## src/rtl/vpx_pkg.sv

```systemverilog
package vpx_pkg;
    typedef enum logic [2:0] {
        PH_IDLE,
        PH_LOAD,
        PH_FLAG,
        PH_RUN,
        PH_DONE
    } phase_e;
endpackage

```

## src/rtl/poly_store.sv

```systemverilog
module poly_store #(
    parameter int MAX_DEG  = 16,
    parameter int NUM_POLY = 4,
    parameter int SELW     = 2,
    parameter logic [NUM_POLY*MAX_DEG-1:0] POLY_SET = '0
) (
    input  logic [SELW-1:0]    sel_i,
    output logic [MAX_DEG-1:0] word_o
);
    logic [MAX_DEG-1:0] words [NUM_POLY];

    for (genvar g = 0; g < NUM_POLY; g++) begin : g_word
        assign words[g] = POLY_SET[g*MAX_DEG +: MAX_DEG];
    end

    always_comb begin
        word_o = '0;
        for (int i = 0; i < NUM_POLY; i++) begin
            if (int'(sel_i) == i) word_o = words[i];
        end
    end
endmodule

```

## src/rtl/tap_decoder.sv

```systemverilog
module tap_decoder #(
    parameter int MAX_DEG = 16
) (
    input  logic [MAX_DEG-1:0] raw_i,
    output logic [MAX_DEG-1:0] taps_o,
    output logic [MAX_DEG-1:0] span_o,
    output logic [MAX_DEG-1:0] head_o
);
    localparam int TW = $clog2(MAX_DEG);

    logic [TW-1:0] top_d;

    always_comb begin
        top_d = '0;
        for (int i = 0; i < MAX_DEG; i++) begin
            if (raw_i[i]) top_d = TW'(i);
        end
    end

    always_comb begin
        for (int i = 0; i < MAX_DEG; i++) begin
            span_o[i] = (i <= int'(top_d));
            head_o[i] = (i == int'(top_d));
        end
        taps_o = raw_i & span_o;
    end
endmodule

```

## src/rtl/fill_marker.sv

```systemverilog
module fill_marker #(
    parameter int MAX_DEG = 16
) (
    input  logic               clk,
    input  logic               rst_n,
    input  logic               arm_i,
    input  logic [MAX_DEG-1:0] span_i,
    input  logic               shift_i,
    output logic               empty_o
);
    logic [MAX_DEG-1:0] marker_d, marker_q;

    always_comb begin
        marker_d = marker_q;
        if (arm_i)        marker_d = span_i;
        else if (shift_i) marker_d = marker_q >> 1;
    end

    always_ff @(posedge clk or negedge rst_n) begin
        if (!rst_n) marker_q <= '0;
        else        marker_q <= marker_d;
    end

    assign empty_o = (marker_q == '0);

    // each accepted seed bit drains exactly one marker bit
    p_marker_drain_r3: assert property (@(posedge clk) disable iff (!rst_n)
        shift_i |=> marker_q == ($past(marker_q) >> 1));

    // arming loads one marker bit per stage of the active span
    p_marker_fill_r3: assert property (@(posedge clk) disable iff (!rst_n)
        arm_i |=> $countones(marker_q) == $countones($past(span_i)));
endmodule

```

## src/rtl/varpoly_expander.sv

```systemverilog
module varpoly_expander #(
    parameter int MAX_DEG  = 16,
    parameter int NUM_POLY = 4,
    parameter int RUN_LEN  = 20,
    parameter logic [NUM_POLY*MAX_DEG-1:0] POLY_SET =
        {16'hB400, 16'h0E08, 16'h00B8, 16'h0014}
) (
    input  logic clk,
    input  logic rst_n,
    input  logic start_i,
    input  logic seed_bit_i,
    input  logic seed_valid_i,
    output logic seed_ready_o,
    output logic scan_bit_o,
    output logic scan_valid_o,
    output logic done_o
);
    import vpx_pkg::*;

    localparam int SELW = (NUM_POLY > 1) ? $clog2(NUM_POLY) : 1;
    localparam int CNTW = $clog2(RUN_LEN + 1);

    typedef struct packed {
        phase_e             ph;
        logic [MAX_DEG-1:0] lfsr;
        logic [SELW-1:0]    sel;
        logic               sw;
        logic [CNTW-1:0]    cnt;
    } state_t;

    state_t q, d;

    logic [MAX_DEG-1:0] raw, taps, span, head;
    logic               mk_empty, mk_arm, mk_shift;

    poly_store #(
        .MAX_DEG (MAX_DEG),
        .NUM_POLY(NUM_POLY),
        .SELW    (SELW),
        .POLY_SET(POLY_SET)
    ) u_store (
        .sel_i (q.sel),
        .word_o(raw)
    );

    tap_decoder #(.MAX_DEG(MAX_DEG)) u_dec (
        .raw_i (raw),
        .taps_o(taps),
        .span_o(span),
        .head_o(head)
    );

    fill_marker #(.MAX_DEG(MAX_DEG)) u_mark (
        .clk    (clk),
        .rst_n  (rst_n),
        .arm_i  (mk_arm),
        .span_i (span),
        .shift_i(mk_shift),
        .empty_o(mk_empty)
    );

    assign mk_arm   = (q.ph == PH_IDLE) && start_i;
    assign mk_shift = (q.ph == PH_LOAD) && !mk_empty && seed_valid_i;

    always_comb begin
        d = q;
        case (q.ph)
            PH_IDLE: begin
                if (start_i) begin
                    d.ph   = PH_LOAD;
                    d.lfsr = '0;
                end
            end
            PH_LOAD: begin
                if (mk_empty) begin
                    d.ph = PH_FLAG;
                end else if (seed_valid_i) begin
                    d.lfsr = {q.lfsr[MAX_DEG-2:0], seed_bit_i} & span;
                end
            end
            PH_FLAG: begin
                if (seed_valid_i) begin
                    d.sw  = seed_bit_i;
                    d.cnt = '0;
                    d.ph  = PH_RUN;
                end
            end
            PH_RUN: begin
                d.lfsr = {q.lfsr[MAX_DEG-2:0], ^(q.lfsr & taps)} & span;
                d.cnt  = q.cnt + 1'b1;
                if (q.cnt == CNTW'(RUN_LEN - 1)) d.ph = PH_DONE;
            end
            PH_DONE: begin
                d.lfsr = '0;
                if (q.sw) begin
                    d.sel = (q.sel == SELW'(NUM_POLY - 1)) ? '0 : q.sel + 1'b1;
                end
                d.sw = 1'b0;
                d.ph = PH_IDLE;
            end
            default: d.ph = PH_IDLE;
        endcase
    end

    always_ff @(posedge clk or negedge rst_n) begin
        if (!rst_n) q <= '{ph: PH_IDLE, default: '0};
        else        q <= d;
    end

    assign seed_ready_o = ((q.ph == PH_LOAD) && !mk_empty) || (q.ph == PH_FLAG);
    assign scan_bit_o   = |(q.lfsr & head);
    assign scan_valid_o = (q.ph == PH_RUN);
    assign done_o       = (q.ph == PH_DONE);

    // stages at or above the active degree stay clear
    p_upper_clear_r4: assert property (@(posedge clk) disable iff (!rst_n)
        (q.lfsr & ~span) == '0);

    // stage 0 takes the parity of the tapped stages while running
    p_feedback_r5: assert property (@(posedge clk) disable iff (!rst_n)
        (q.ph == PH_RUN) |=> q.lfsr[0] == ^($past(q.lfsr) & $past(taps)));

    // done is a single-cycle pulse that follows a scan cycle
    p_done_pulse_r6: assert property (@(posedge clk) disable iff (!rst_n)
        done_o |=> !done_o);
    p_done_after_run_r6: assert property (@(posedge clk) disable iff (!rst_n)
        done_o |-> $past(scan_valid_o));

    // loading is entered only from idle
    p_start_only_idle_r2: assert property (@(posedge clk) disable iff (!rst_n)
        (q.ph != PH_IDLE && q.ph != PH_LOAD) |=> q.ph != PH_LOAD);

    // the table index moves by one step with wrap, or not at all
    p_sel_step_r7: assert property (@(posedge clk) disable iff (!rst_n)
        (q.sel != $past(q.sel)) |->
            q.sel == (($past(q.sel) == SELW'(NUM_POLY - 1)) ? '0 : $past(q.sel) + 1'b1));

    // no serial bits are requested while running
    p_no_ready_run_r8: assert property (@(posedge clk) disable iff (!rst_n)
        scan_valid_o |-> !seed_ready_o);
endmodule

```

## config.mk

```make
export PLATFORM = sky130hd
export DESIGN_NAME = varpoly_expander
export DESIGN_NICKNAME = d
export VERILOG_FILES = /design/src/rtl/vpx_pkg.sv /design/src/rtl/poly_store.sv /design/src/rtl/tap_decoder.sv /design/src/rtl/fill_marker.sv /design/src/rtl/varpoly_expander.sv
export SDC_FILE = /design/constraint.sdc
export NUM_CORES = 1
export LEC_CHECK = 0
export ABC_AREA = 1
export BUFFER_PORTS_ARGS = -buffer_cell sky130_fd_sc_hd__buf_4
export CAP_MARGIN = 10
export CORE_ASPECT_RATIO = 0.8
export CORE_MARGIN = 1.5
export CORE_UTILIZATION = 45
export CTS_CLUSTER_DIAMETER = 100
export DETAILED_ROUTE_END_ITERATION = 10
export GPL_ROUTABILITY_DRIVEN = 0
export HOLD_SLACK_MARGIN = 0.12
export SYNTH_ARGS = -nofsm -noshare
export SYNTH_HDL_FRONTEND = slang
export SYNTH_HIERARCHICAL = 1
export SYNTH_SLANG_ARGS = --single-unit
```

## constraint.sdc

```tcl
create_clock -name clk -period 3.4 [get_ports clk]
set_input_delay 0.34 -clock clk [delete_from_list [all_inputs] [get_ports clk]]
set_output_delay 0.34 -clock clk [all_outputs]
set_load 0.03 [all_outputs]
```

Word-level counts from Yosys, hierarchy flattened
Cells that the tools add are included.
{ "classes": {"n_eq_ne": 30, "n_bitwise": 5, "n_reduce_logical": 20, "muxes": 33, "addsub": 2, "order_cmp": 15} }
{ "ops": {"columns": ["cell", "count"], "rows": [
  ["bitwise AND 16 bit", 5],
  ["2-to-1 mux 16 bit", 5],
  ["case mux 16 bit (4 select lines)", 1],
  ["equality test 4 bit, first input constant", 8],
  ["less-or-equal comparator 4 bit, first input constant", 8],
  ["2-to-1 mux 4 bit", 8],
  ["2-to-1 mux 3 bit", 7],
  ["2-to-1 mux 19 bit", 1],
  ["equality test 3 x 4 -> 1 bit, first input constant", 4],
  ["less-or-equal comparator 3 x 4 -> 1 bit, first input constant", 4],
  ["logical NOT 16 bit", 1],
  ["OR reduction 16 bit", 1],
  ["parity 16 bit", 1],
  ["2-to-1 mux 12 bit", 1],
  ["case mux 3 bit (4 select lines)", 1],
  ["!= test 2 bit, second input constant", 5],
  ["case mux 5 bit (2 select lines)", 1],
  ["equality test 2 x 4 -> 1 bit, first input constant", 2],
  ["less-or-equal comparator 2 x 4 -> 1 bit, first input constant", 2],
  ["2-to-1 mux 8 bit", 1],
  ["AND reduction 4 bit", 2],
  ["equality test 2 bit, second input constant", 3],
  ["equality test 3 x 2 -> 1 bit, second input constant", 2],
  ["2-to-1 mux 2 bit", 3],
  ["22 further kinds", 28]
]} }
{ "totals": {"out_inout_bits": 4, "register_bits": 43, "in_bits": 5, "elab_cells": 111} }

Depth between registers and ports, before layout
Gate-level depths: netlist (run 1).
{ "logic_depth": {"ltp_word": 26, "ltp_mapped": 23, "depth_no_buf": 23} }

By module
The synthesis (run 1) kept the hierarchy.
{ "by_module_without_submodules": {"columns": ["module", "area_each_um2", "seq_area_each_um2", "cells_per_inst", "instances"], "rows": [
  ["varpoly_expander", 1873.0, 675.6, 259, 1],
  ["fill_marker", 867.1, 400.4, 102, 1],
  ["tap_decoder", 508.0, 0.0, 106, 1],
  ["poly_store", 165.2, 0.0, 22, 1]
]} }

Least setup slack after synthesis (run 1)
No wires, ideal clock.
{ "synth_path": {"path_kind": "reg-to-output", "startpoint": "register q[6] (netlist bit)", "endpoint": "output scan_bit_o", "t_required_ns": 3.060, "arrival_time_ns": 2.564, "path_buffers": 0, "slack_ns": 0.496, "stages_incl_launch_ff": 23, "path_cell_list": "dfrtp_1 ha_1 inv_2 nand2_2 nor2_2 inv_1 nand2_1 nand2_1 nand2_1 nand2_1 nand2_1 nand2_1 nand2_1 nand2_1 nand2_2 nand2_4 nand2_1 nand2_1 nand3_1 inv_1 a22o_1 a221oi_1 nand4_1"} }
{ "synth_via": {"elab_cells_between_ends": 41, "classes_between": "18 x eq/ne; 19 x mux; 1 x bitwise; 3 x reduce/logical"} }
{ "synth_rtl": {"columns": ["item", "line", "rtl"], "rows": [
  ["start: declaration", "varpoly_expander.sv:31", "state_t q, d;"],
  ["start signal: assignment", "varpoly_expander.sv:106", "if (!rst_n) q <= '{ph: PH_IDLE, default: '0};"],
  ["start signal: assignment", "varpoly_expander.sv:107", "else q <= d;"],
  ["equality test 2 x 1 -> 1 bit", "poly_store.sv:19", "if (int'(sel_i) == i) word_o = words[i];"],
  ["2-to-1 mux 16 bit", "poly_store.sv:19", null],
  ["net raw[12]", "varpoly_expander.sv:33", "logic [MAX_DEG-1:0] raw, taps, span, head;"],
  ["2-to-1 mux 4 bit (4 in series)", "tap_decoder.sv:16", "if (raw_i[i]) top_d = TW'(i);"],
  ["equality test 4 bit", "tap_decoder.sv:23", "head_o[i] = (i == int'(top_d));"],
  ["net head[7]", "varpoly_expander.sv:33", null],
  ["bitwise AND 16 bit", "varpoly_expander.sv:111", "assign scan_bit_o = |(q.lfsr & head);"],
  ["OR reduction 16 bit", "varpoly_expander.sv:111", null],
  ["end: declaration", "varpoly_expander.sv:14", "output logic scan_bit_o,"]
]} }
The timed path passes the listed nets, and every way through them passes these cells.

Final worst setup path (run 1)
{ "layout_path": {"startpoint": "register q[6] (netlist bit)", "endpoint": "output scan_bit_o"} }
{ "layout_via": {"elab_cells_between_ends": 41, "classes_between": "18 x eq/ne; 19 x mux; 1 x bitwise; 3 x reduce/logical"} }
{ "layout_rtl": {"columns": ["item", "line"], "rows": [
  ["logical NOT 2 bit", "poly_store.sv:19"],
  ["2-to-1 mux 5 bit", "poly_store.sv:19"],
  ["2-to-1 mux 8 bit", "poly_store.sv:19"],
  ["2-to-1 mux 12 bit", "poly_store.sv:19"],
  ["2-to-1 mux 16 bit (*)", "poly_store.sv:19"],
  ["net raw[4]", "varpoly_expander.sv:33"],
  ["2-to-1 mux 3 bit (*) (4 in series)", "tap_decoder.sv:16"],
  ["2-to-1 mux 4 bit (*) (8 in series)", "tap_decoder.sv:16"],
  ["equality test 4 bit (*)", "tap_decoder.sv:23"],
  ["net head[7]", "varpoly_expander.sv:33"],
  ["bitwise AND 16 bit (*)", "varpoly_expander.sv:111"],
  ["OR reduction 16 bit (*)", "varpoly_expander.sv:111"]
]} }
The timed path passes the listed nets; every way through them passes the cells marked *.

==> results_tabular.tex, run 1 <==
\begin{tabular}{lr}
\hline
Metric & Value \\
\hline
\multicolumn{2}{l}{\textbf{Status}} \\
\quad Status & complete, no violations \\
\multicolumn{2}{l}{\textbf{Setup path}} \\
\quad Data arrival time of the worst path & 2.93 ns \\
\quad Crit Path Class & reg -> out \\
\quad Type of origin of the critical path & flip-flop \\
\quad Slowest cell delay on critical path & 0.58 ns \\
\quad Slowest stage cell, crit path & sky130\_fd\_sc\_hd\_\_nor4\_1 \\
\quad Top Family by Delay on Critical Path & simple AND/OR/NAND/NOR gates \\
\quad Data required, critical path & 3.06 ns \\
\quad Crit Path Max Fanout & 6 \\
\quad Critical path capture point type & output pin \\
\quad Cells along the critical path & buf\_6 > ha\_1 > nor2\_2 > nor2\_4 > nor4\_1 > nor2\_2 > nand3\_1 > inv\_1 > a22o\_1 > a221oi\_2 > nand4\_1 > buf\_6 \\
\quad Sum of buffers and inverters on the critical path & 3 \\
\multicolumn{2}{l}{\textbf{Logic synthesis}} \\
\quad EDFF count, synth & 0 \\
\quad Synthesized area per cell & 6.98 µm² \\
\quad Dominant synthesized flop cell & sky130\_fd\_sc\_hd\_\_dfrtp\_1 \\
\quad Cell type contributing the most total cell area after synthesis & sky130\_fd\_sc\_hd\_\_dfrtp\_1 \\
\quad Leading cell type by number of instances after synthesis & sky130\_fd\_sc\_hd\_\_nand2\_1 \\
\quad Post-synthesis instance total & 489 \\
\quad Fraction of registers with async set or reset after synthesis & 100\% \\
\quad Flip-flop and latch count after synthesis & 43 \\
\quad Main area contributors after synthesis & sky130\_fd\_sc\_hd\_\_dfrtp\_1 (32\%), sky130\_fd\_sc\_hd\_\_nand2\_1 (17\%), sky130\_fd\_sc\_hd\_\_inv\_1 (6.7\%), sky130\_fd\_sc\_hd\_\_nand3\_1 (4.5\%), sky130\_fd\_sc\_hd\_\_nand2\_2 (4.2\%) \\
\quad Yosys synthesis warning count & 6 \\
\quad Post-synth top cells & sky130\_fd\_sc\_hd\_\_nand2\_1 (151), sky130\_fd\_sc\_hd\_\_inv\_1 (61), sky130\_fd\_sc\_hd\_\_dfrtp\_1 (43) \\
\quad Sequential cell area fraction in the yosys report & 31.5\% \\
\quad Mapped cell area & 3410 µm² \\
\quad Synth unique cells & 41 \\
\quad Area share of the largest cell type after synthesis & 31.5\% \\
\multicolumn{2}{l}{\textbf{Die}} \\
\quad Core Footprint & 7360 µm² \\
\quad Floorplan die height & 80.9 µm \\
\quad Ports & 9 \\
\quad Initial cell density of the core & 46.4\% \\
\quad Horizontal die dimension & 100 µm \\
\quad Area of the die & 8120 µm² \\
\quad Floorplan row count & 28 \\
\multicolumn{2}{l}{\textbf{STA}} \\
\quad Endpoints failing hold & 0 \\
\quad Headroom to the max-slew limit & 48.7\% \\
\quad Max Clock Freq & 306 MHz \\
\quad Measured slew at the worst slew-check pin & 0.769 ns \\
\quad Worst-case clock skew & 0.00868 ns \\
\quad Setup TNS & 0 ns \\
\quad Setup repair after global routing missed its margin & yes \\
\quad Final worst-path cycle share & 96.3\% \\
\quad Final number of max-transition violations & 0 \\
\quad Final critical delay including setup and external delays & 3.27 ns \\
\quad Final setup fails & 0 \\
\multicolumn{2}{l}{\textbf{Layout}} \\
\quad Antenna Diode Count & 0 \\
\quad Share of layout cells above drive strength 1 & 25.8\% \\
\quad Non-filler instance count after layout & 574 \\
\quad Design area & 3670 µm² \\
\quad Area growth, synth to finish & 7.62\% \\
\quad Layout net count & 495 \\
\multicolumn{2}{l}{\textbf{Power and ir drop}} \\
\quad Power Dens Cells & 624 nW/µm² \\
\quad Static Leak & 1.89 nW \\
\quad IR Drop Worst-Case VDD & 0.383 mV \\
\multicolumn{2}{l}{\textbf{Global route}} \\
\quad Total global-route track usage & 18.3\% \\
\quad Total gr overflow & 0 \\
\quad Initial antenna violation count & 0 \\
\quad Maximum number of pins on one net before global-route repair & 44 \\
\quad Wire length of the first global-routing pass & 11800 µm \\
\quad Number of global-route vias before repair & 2513 \\
\multicolumn{2}{l}{\textbf{Clocking}} \\
\quad Maximum buffer depth of the clock tree & 2 \\
\quad Number of buffers inserted during clock tree synthesis & 5 \\
\quad CTS Root Cell & sky130\_fd\_sc\_hd\_\_clkbuf\_8 \\
\quad CTS H-Tree Depth & 2 \\
\quad Worst skew pair latency & 0.29 ns \\
\quad CTS tree & done \\
\quad CTS Sinks & 43 \\
\quad Clock transition at the registers of the reported paths & 0.08 ns \\
\multicolumn{2}{l}{\textbf{Drt}} \\
\quad Vias/cell & 4.90 \\
\quad DRC errors left & 0 \\
\quad Overall routed net length & 7060 µm \\
\quad Via count of the routed design & 2811 \\
\quad Routed wire length per instance & 12.3 µm \\
\quad Detail Route Antenna Nets & 0 \\
\quad Total iterations of the first detailed-routing run & 5 \\
\quad 1st-iter DRT viols & 127 \\
\multicolumn{2}{l}{\textbf{Placed design}} \\
\quad Cell Count Post-Placement & 557 \\
\quad Placed Instance Area & 3390 µm² \\
\quad PortBufs & 8 \\
\quad Post-detailed-placement half-perimeter wirelength & 5270 µm \\
\multicolumn{2}{l}{\textbf{Hold path}} \\
\quad Min-delay worst type & in -> reg \\
\multicolumn{2}{l}{\textbf{Job}} \\
\quad Number of max-capacitance violations reported & 0 \\
\hline
\end{tabular}
## cell families (layout without fill, tap and decap cells)
| logic type | after synthesis | count (layout) | share of synthesized area, % |
|---|---|---|---|
| AO/OA/AOI/OAI | 58 | 58 | 14.5 |
| multiplexers | 1 | 1 | 0.330 |
| XOR/XNOR | 4 | 4 | 1.03 |
| adder cells (fa/ha/maj) | 7 | 7 | 2.57 |
| flip-flops | 43 | 43 | 31.5 |
| other | 2 | 6 | 0.220 |
| AND/OR/NAND/NOR | 260 | 260 | 34.5 |
| buffers and inverters | 114 | 105 | 15.4 |
## routing by layer
layer  GRT usage (%)  share of wire, %  vias to the layer above
met5               0                 0                        -
met1            26.6                52                     1287
li1                -                 -                     1491
met2            29.1                45                       29
met3            3.01               2.6                        4
met4            3.24              0.33                        0
## placed cells by master (no fill, tap or decap), drive strengths merged, types with 2 or more instances in the layout
cell and count:
nor3 3, o22ai 4, a21oi 6, conb 6, a22o 4, buf 18, o211ai 15, dfrtp 43
o21ai 23, clkinv 4, ha 7, inv 75, nand3 33, nand2 177, clkbuf 6, nor2 43
xor2 2, xnor2 2, a221oi 4
## sequential cells by signal (all words and copies together), names as in the netlist
register         flops
u_mark/marker_q     16
q                   27
## final timing paths
path	startpoint	endpoint	slack [ns]	depth (start not counted)
setup / recovery	q[6]	scan_bit_o	0.13	12
hold / removal	seed_valid_i	q[24]	0.36	3
setup reg to reg	q[6]	q[9]	0.91	12
hold reg to reg	q[0]	q[0]	0.50	1
max in group asynchronous	rst_n	q[7]	2.40	2
min in group asynchronous	rst_n	q[23]	0.56	2
## layout make-up
type,count,area [µm²]
Clock inverter,2,12.5
Inverter,78,302
Fill cell,738,3680
Sequential cell,43,1080
Multi-Input combinational cell,336,1940
Timing Repair Buffer,19,153
Clock buffer,6,72.6
Tap cell,90,113
## report_power, final
group	switching [mW]	total (mW)	internal (mW)
Clock	0.179	0.323	0.144
Sequential	0.141	0.814	0.673
Combinational	0.747	1.16	0.409
Total	1.07	2.29	1.23
## through the flow
stage	utilization, %	worst slack [ns]	total power [mW]	hold WS, ns
2_1_floorplan	-	0.496	1.78	0.0444
3_3_place_gp	46.1	0.230	1.87	0.373
3_5_place_dp	46.1	0.134	1.89	0.370
4_1_cts	47.6	0.00732	2.22	0.350
5_1_grt	49.9	-0.0786	2.51	0.377
6_report	49.9	0.127	2.29	0.357
## worst reg2reg max path, cell delays in order (launching register included)
cell                       delay, ns
sky130_fd_sc_hd__dfrtp_2        0.48
sky130_fd_sc_hd__buf_6          0.14
sky130_fd_sc_hd__ha_1           0.19
sky130_fd_sc_hd__nor2_2         0.15
sky130_fd_sc_hd__nor2_4         0.05
sky130_fd_sc_hd__nor4_1         0.58
sky130_fd_sc_hd__nand2_2        0.23
sky130_fd_sc_hd__clkinv_2       0.12
sky130_fd_sc_hd__nand2_4        0.08
sky130_fd_sc_hd__nor2_4         0.10
sky130_fd_sc_hd__inv_2          0.06
sky130_fd_sc_hd__nand3_1        0.10
sky130_fd_sc_hd__o21ai_2        0.07
## timing repair
item | CTS | global route
hold buffers | 1 | 0
hold endpoints to repair | 43 | 0
pin swaps | 0 | 10
setup endpoints to repair | 1 | 1
cloned | 0 | 0
resized for setup | 3 | 28
setup buffers | 0 | 8
No activity file was read; power rests on OpenSTA's default activity.
==> inputs of run 2 (changes only) <==
==> constraint.sdc (replaced) <==
create_clock -name clk -period 3.6 [get_ports clk]
set_input_delay 0.36 -clock clk [delete_from_list [all_inputs] [get_ports clk]]
set_output_delay 0.36 -clock clk [all_outputs]
set_load 0.03 [all_outputs]
==> run 2 against run 1 <==
Net effect:
- sequential share of layout area is 0.81 points higher
- critical endpoint unchanged
- combinational power is 9% lower
- die area stayed put
- first-iteration DRC count stayed put
==> results_tabular.tex, run 2 (synthesis results as in run 1) <==
\begin{tabular}{lr}
\hline
Metric & Value \\
\hline
\multicolumn{2}{l}{\textbf{STA}} \\
\quad Final critical delay including setup and external delays & 3.36 ns \\
\quad Final worst-path cycle share & 93.3\% \\
\quad Endpoints failing hold & 0 \\
\quad Headroom to the max-slew limit & 49.8\% \\
\quad Worst hold slack after final layout & 0.368 ns \\
\quad Setup WS post-layout & 0.240 ns \\
\quad Max Clock Freq & 298 MHz \\
\quad Final setup fails & 0 \\
\quad Worst-case clock skew & 0.00500 ns \\
\quad Measured slew at the worst slew-check pin & 0.752 ns \\
\quad Final number of max-transition violations & 0 \\
\multicolumn{2}{l}{\textbf{Layout}} \\
\quad Registers with the highest flip-flop counts & q x27, u\_mark/marker\_q x16 \\
\quad Design area & 3570 µm² \\
\quad Commonest cells after routing, fill and taps aside & sky130\_fd\_sc\_hd\_\_nand2\_1 (148), sky130\_fd\_sc\_hd\_\_inv\_1 (59), sky130\_fd\_sc\_hd\_\_dfrtp\_1 (41) \\
\quad Layout net count & 491 \\
\quad Largest Register & q \\
\quad Antenna Diode Count & 0 \\
\quad Most frequent standard cell in the layout excluding fill and tap cells & sky130\_fd\_sc\_hd\_\_nand2\_1 \\
\quad Share of layout cells above drive strength 1 & 24.0\% \\
\quad Flip-flop count of the largest register, all copies and words added & 27 \\
\quad Area growth, synth to finish & 4.73\% \\
\quad Non-filler instance count after layout & 570 \\
\multicolumn{2}{l}{\textbf{Global route}} \\
\quad Number of global-route vias before repair & 2652 \\
\quad Met1 Resource Use GR & 26.0\% \\
\quad Total gr overflow & 0 \\
\quad Maximum number of pins on one net before global-route repair & 44 \\
\quad Wire length of the first global-routing pass & 12100 µm \\
\quad Initial antenna violation count & 0 \\
\quad Met3 usage in global routing & 3.10\% \\
\quad Total global-route track usage & 18.9\% \\
\quad GR Layer Usage met2 & 30.4\% \\
\quad Layer with the highest usage after global routing & met2 \\
\multicolumn{2}{l}{\textbf{Drt}} \\
\quad Vias/cell & 4.98 \\
\quad Via count of the routed design & 2839 \\
\quad Total iterations of the first detailed-routing run & 4 \\
\quad 1st-iter DRT viols & 127 \\
\quad Overall routed net length & 7040 µm \\
\quad DRC errors left & 0 \\
\quad Routed wire length per instance & 12.4 µm \\
\quad Detail Route Antenna Nets & 0 \\
\multicolumn{2}{l}{\textbf{Clocking}} \\
\quad CTS Root Cell & sky130\_fd\_sc\_hd\_\_clkbuf\_8 \\
\quad Clock transition at the registers of the reported paths & 0.08 ns \\
\quad Worst skew pair latency & 0.30 ns \\
\quad Number of buffers inserted during clock tree synthesis & 5 \\
\quad CTS tree & done \\
\quad Maximum buffer depth of the clock tree & 2 \\
\quad CTS Sinks & 43 \\
\quad CTS H-Tree Depth & 2 \\
\multicolumn{2}{l}{\textbf{Placed design}} \\
\quad Placed Instance Area & 3390 µm² \\
\quad PortBufs & 8 \\
\quad Cell Count Post-Placement & 557 \\
\quad Post-detailed-placement half-perimeter wirelength & 5290 µm \\
\quad Post-placement setup slack & 0.298 ns \\
\multicolumn{2}{l}{\textbf{Die}} \\
\quad Core Footprint & 7360 µm² \\
\quad Area of the die & 8120 µm² \\
\quad Floorplan die height & 80.9 µm \\
\quad Ports & 9 \\
\quad Initial cell density of the core & 46.4\% \\
\quad Floorplan row count & 28 \\
\quad Horizontal die dimension & 100 µm \\
\multicolumn{2}{l}{\textbf{Hold path}} \\
\quad Min-delay worst type & in -> reg \\
\multicolumn{2}{l}{\textbf{Power and ir drop}} \\
\quad Switching component of the power & 0.996 mW \\
\quad Power Dens Cells & 597 nW/µm² \\
\quad Sequential power share & 35.6\% \\
\quad Switching share of power & 46.7\% \\
\quad IR Drop Worst-Case VDD & 0.369 mV \\
\quad Static Leak & 1.85 nW \\
\quad Combinational fraction of design power & 49.9\% \\
\quad Internal power consumption & 1.14 mW \\
\quad Total power & 2.13 mW \\
\quad Clock share of power & 14.5\% \\
\multicolumn{2}{l}{\textbf{Status}} \\
\quad Status & complete, no violations \\
\multicolumn{2}{l}{\textbf{Setup path}} \\
\quad Data required, critical path & 3.24 ns \\
\quad Crit Path Class & reg -> out \\
\quad Critical path capture point type & output pin \\
\quad Crit Path Max Fanout & 5 \\
\quad Type of origin of the critical path & flip-flop \\
\quad Data arrival time of the worst path & 3.00 ns \\
\multicolumn{2}{l}{\textbf{Job}} \\
\quad Number of max-capacitance violations reported & 0 \\
\hline
\end{tabular}
run 2: changes by cell type in the layout (fill, tap and decap cells not counted), sizes merged:
cell,previous run,this run
buf,18,14
run 2: layout make-up:
cell class / count / area [µm²]
multi-input combinational: 336 / 1880
sequential: 43 / 1080
clock inverter: 2 / 12.5
tap: 90 / 113
inverter: 78 / 297
clock buffer: 6 / 72.6
timing repair buffer: 15 / 119
fill: 743 / 3780
run 2: power by group through the flow:
stage	logic, mW	registers [mW]	clock network, mW
floorplan	0.945	0.735	0
global placement	1.00	0.767	0
detailed placement	1.02	0.769	0
CTS	1.02	0.763	0.320
global route	1.21	0.783	0.338
finish	1.06	0.761	0.309
run 2: worst max-delay path, stage by stage, from the launching register on:
cell	delay, ns
sky130_fd_sc_hd__dfrtp_2	0.46
sky130_fd_sc_hd__ha_1	0.22
sky130_fd_sc_hd__inv_2	0.05
sky130_fd_sc_hd__nand2_2	0.07
sky130_fd_sc_hd__nor2_2	0.13
sky130_fd_sc_hd__inv_1	0.07
sky130_fd_sc_hd__nand2_1	0.06
sky130_fd_sc_hd__nand2_1	0.05
sky130_fd_sc_hd__nand2_1	0.05
sky130_fd_sc_hd__nand2_1	0.04
sky130_fd_sc_hd__nand2_1	0.05
sky130_fd_sc_hd__nand2_1	0.04
sky130_fd_sc_hd__nand2_1	0.05
sky130_fd_sc_hd__nand2_1	0.05
sky130_fd_sc_hd__nand2_2	0.08
sky130_fd_sc_hd__nand2_4	0.09
sky130_fd_sc_hd__nand2_2	0.10
sky130_fd_sc_hd__nand2_2	0.08
sky130_fd_sc_hd__nand2_2	0.08
sky130_fd_sc_hd__nor2_1	0.04
sky130_fd_sc_hd__a22o_1	0.24
sky130_fd_sc_hd__a221oi_2	0.25
sky130_fd_sc_hd__nand4_1	0.18
sky130_fd_sc_hd__buf_6	0.18
run 2: what timing repair did:
action / CTS / global route
buffers inserted: 0 / 4
endpoints found under the hold margin: 43 / 0
resized for setup: 2 / 13
endpoints found under the setup margin: 1 / 1
hold buffers: 1 / 0
pin swaps: 0 / 2
run 2: path summary, 6_finish.rpt:
| check | startpoint | endpoint | slack [ns] | cells after the start |
|---|---|---|---|---|
| setup / recovery | q[7] | scan_bit_o | 0.24 | 23 |
| hold / removal | seed_valid_i | q[24] | 0.37 | 3 |
| setup reg to reg | q[7] | q[17] | 1.23 | 12 |
| hold reg to reg | q[0] | q[0] | 0.50 | 1 |
| max in group asynchronous | rst_n | q[6] | 2.59 | 2 |
| min in group asynchronous | rst_n | q[23] | 0.59 | 2 |
run 2: layer usage:
layer  vias to the layer above  part of all wire, %
li1                       1480                    -
met1                      1298                   50
met4                         0                  1.9
met5                         -                    0
met2                        48                   44
met3                        13                  4.1
run 2: through the flow:
stage          util, %  TNS, ns
2_1_floorplan        -        0
3_3_place_gp      46.1        0
3_5_place_dp      46.1        0
4_1_cts           47.5        0
5_1_grt           48.6  -0.0134
6_report          48.6        0
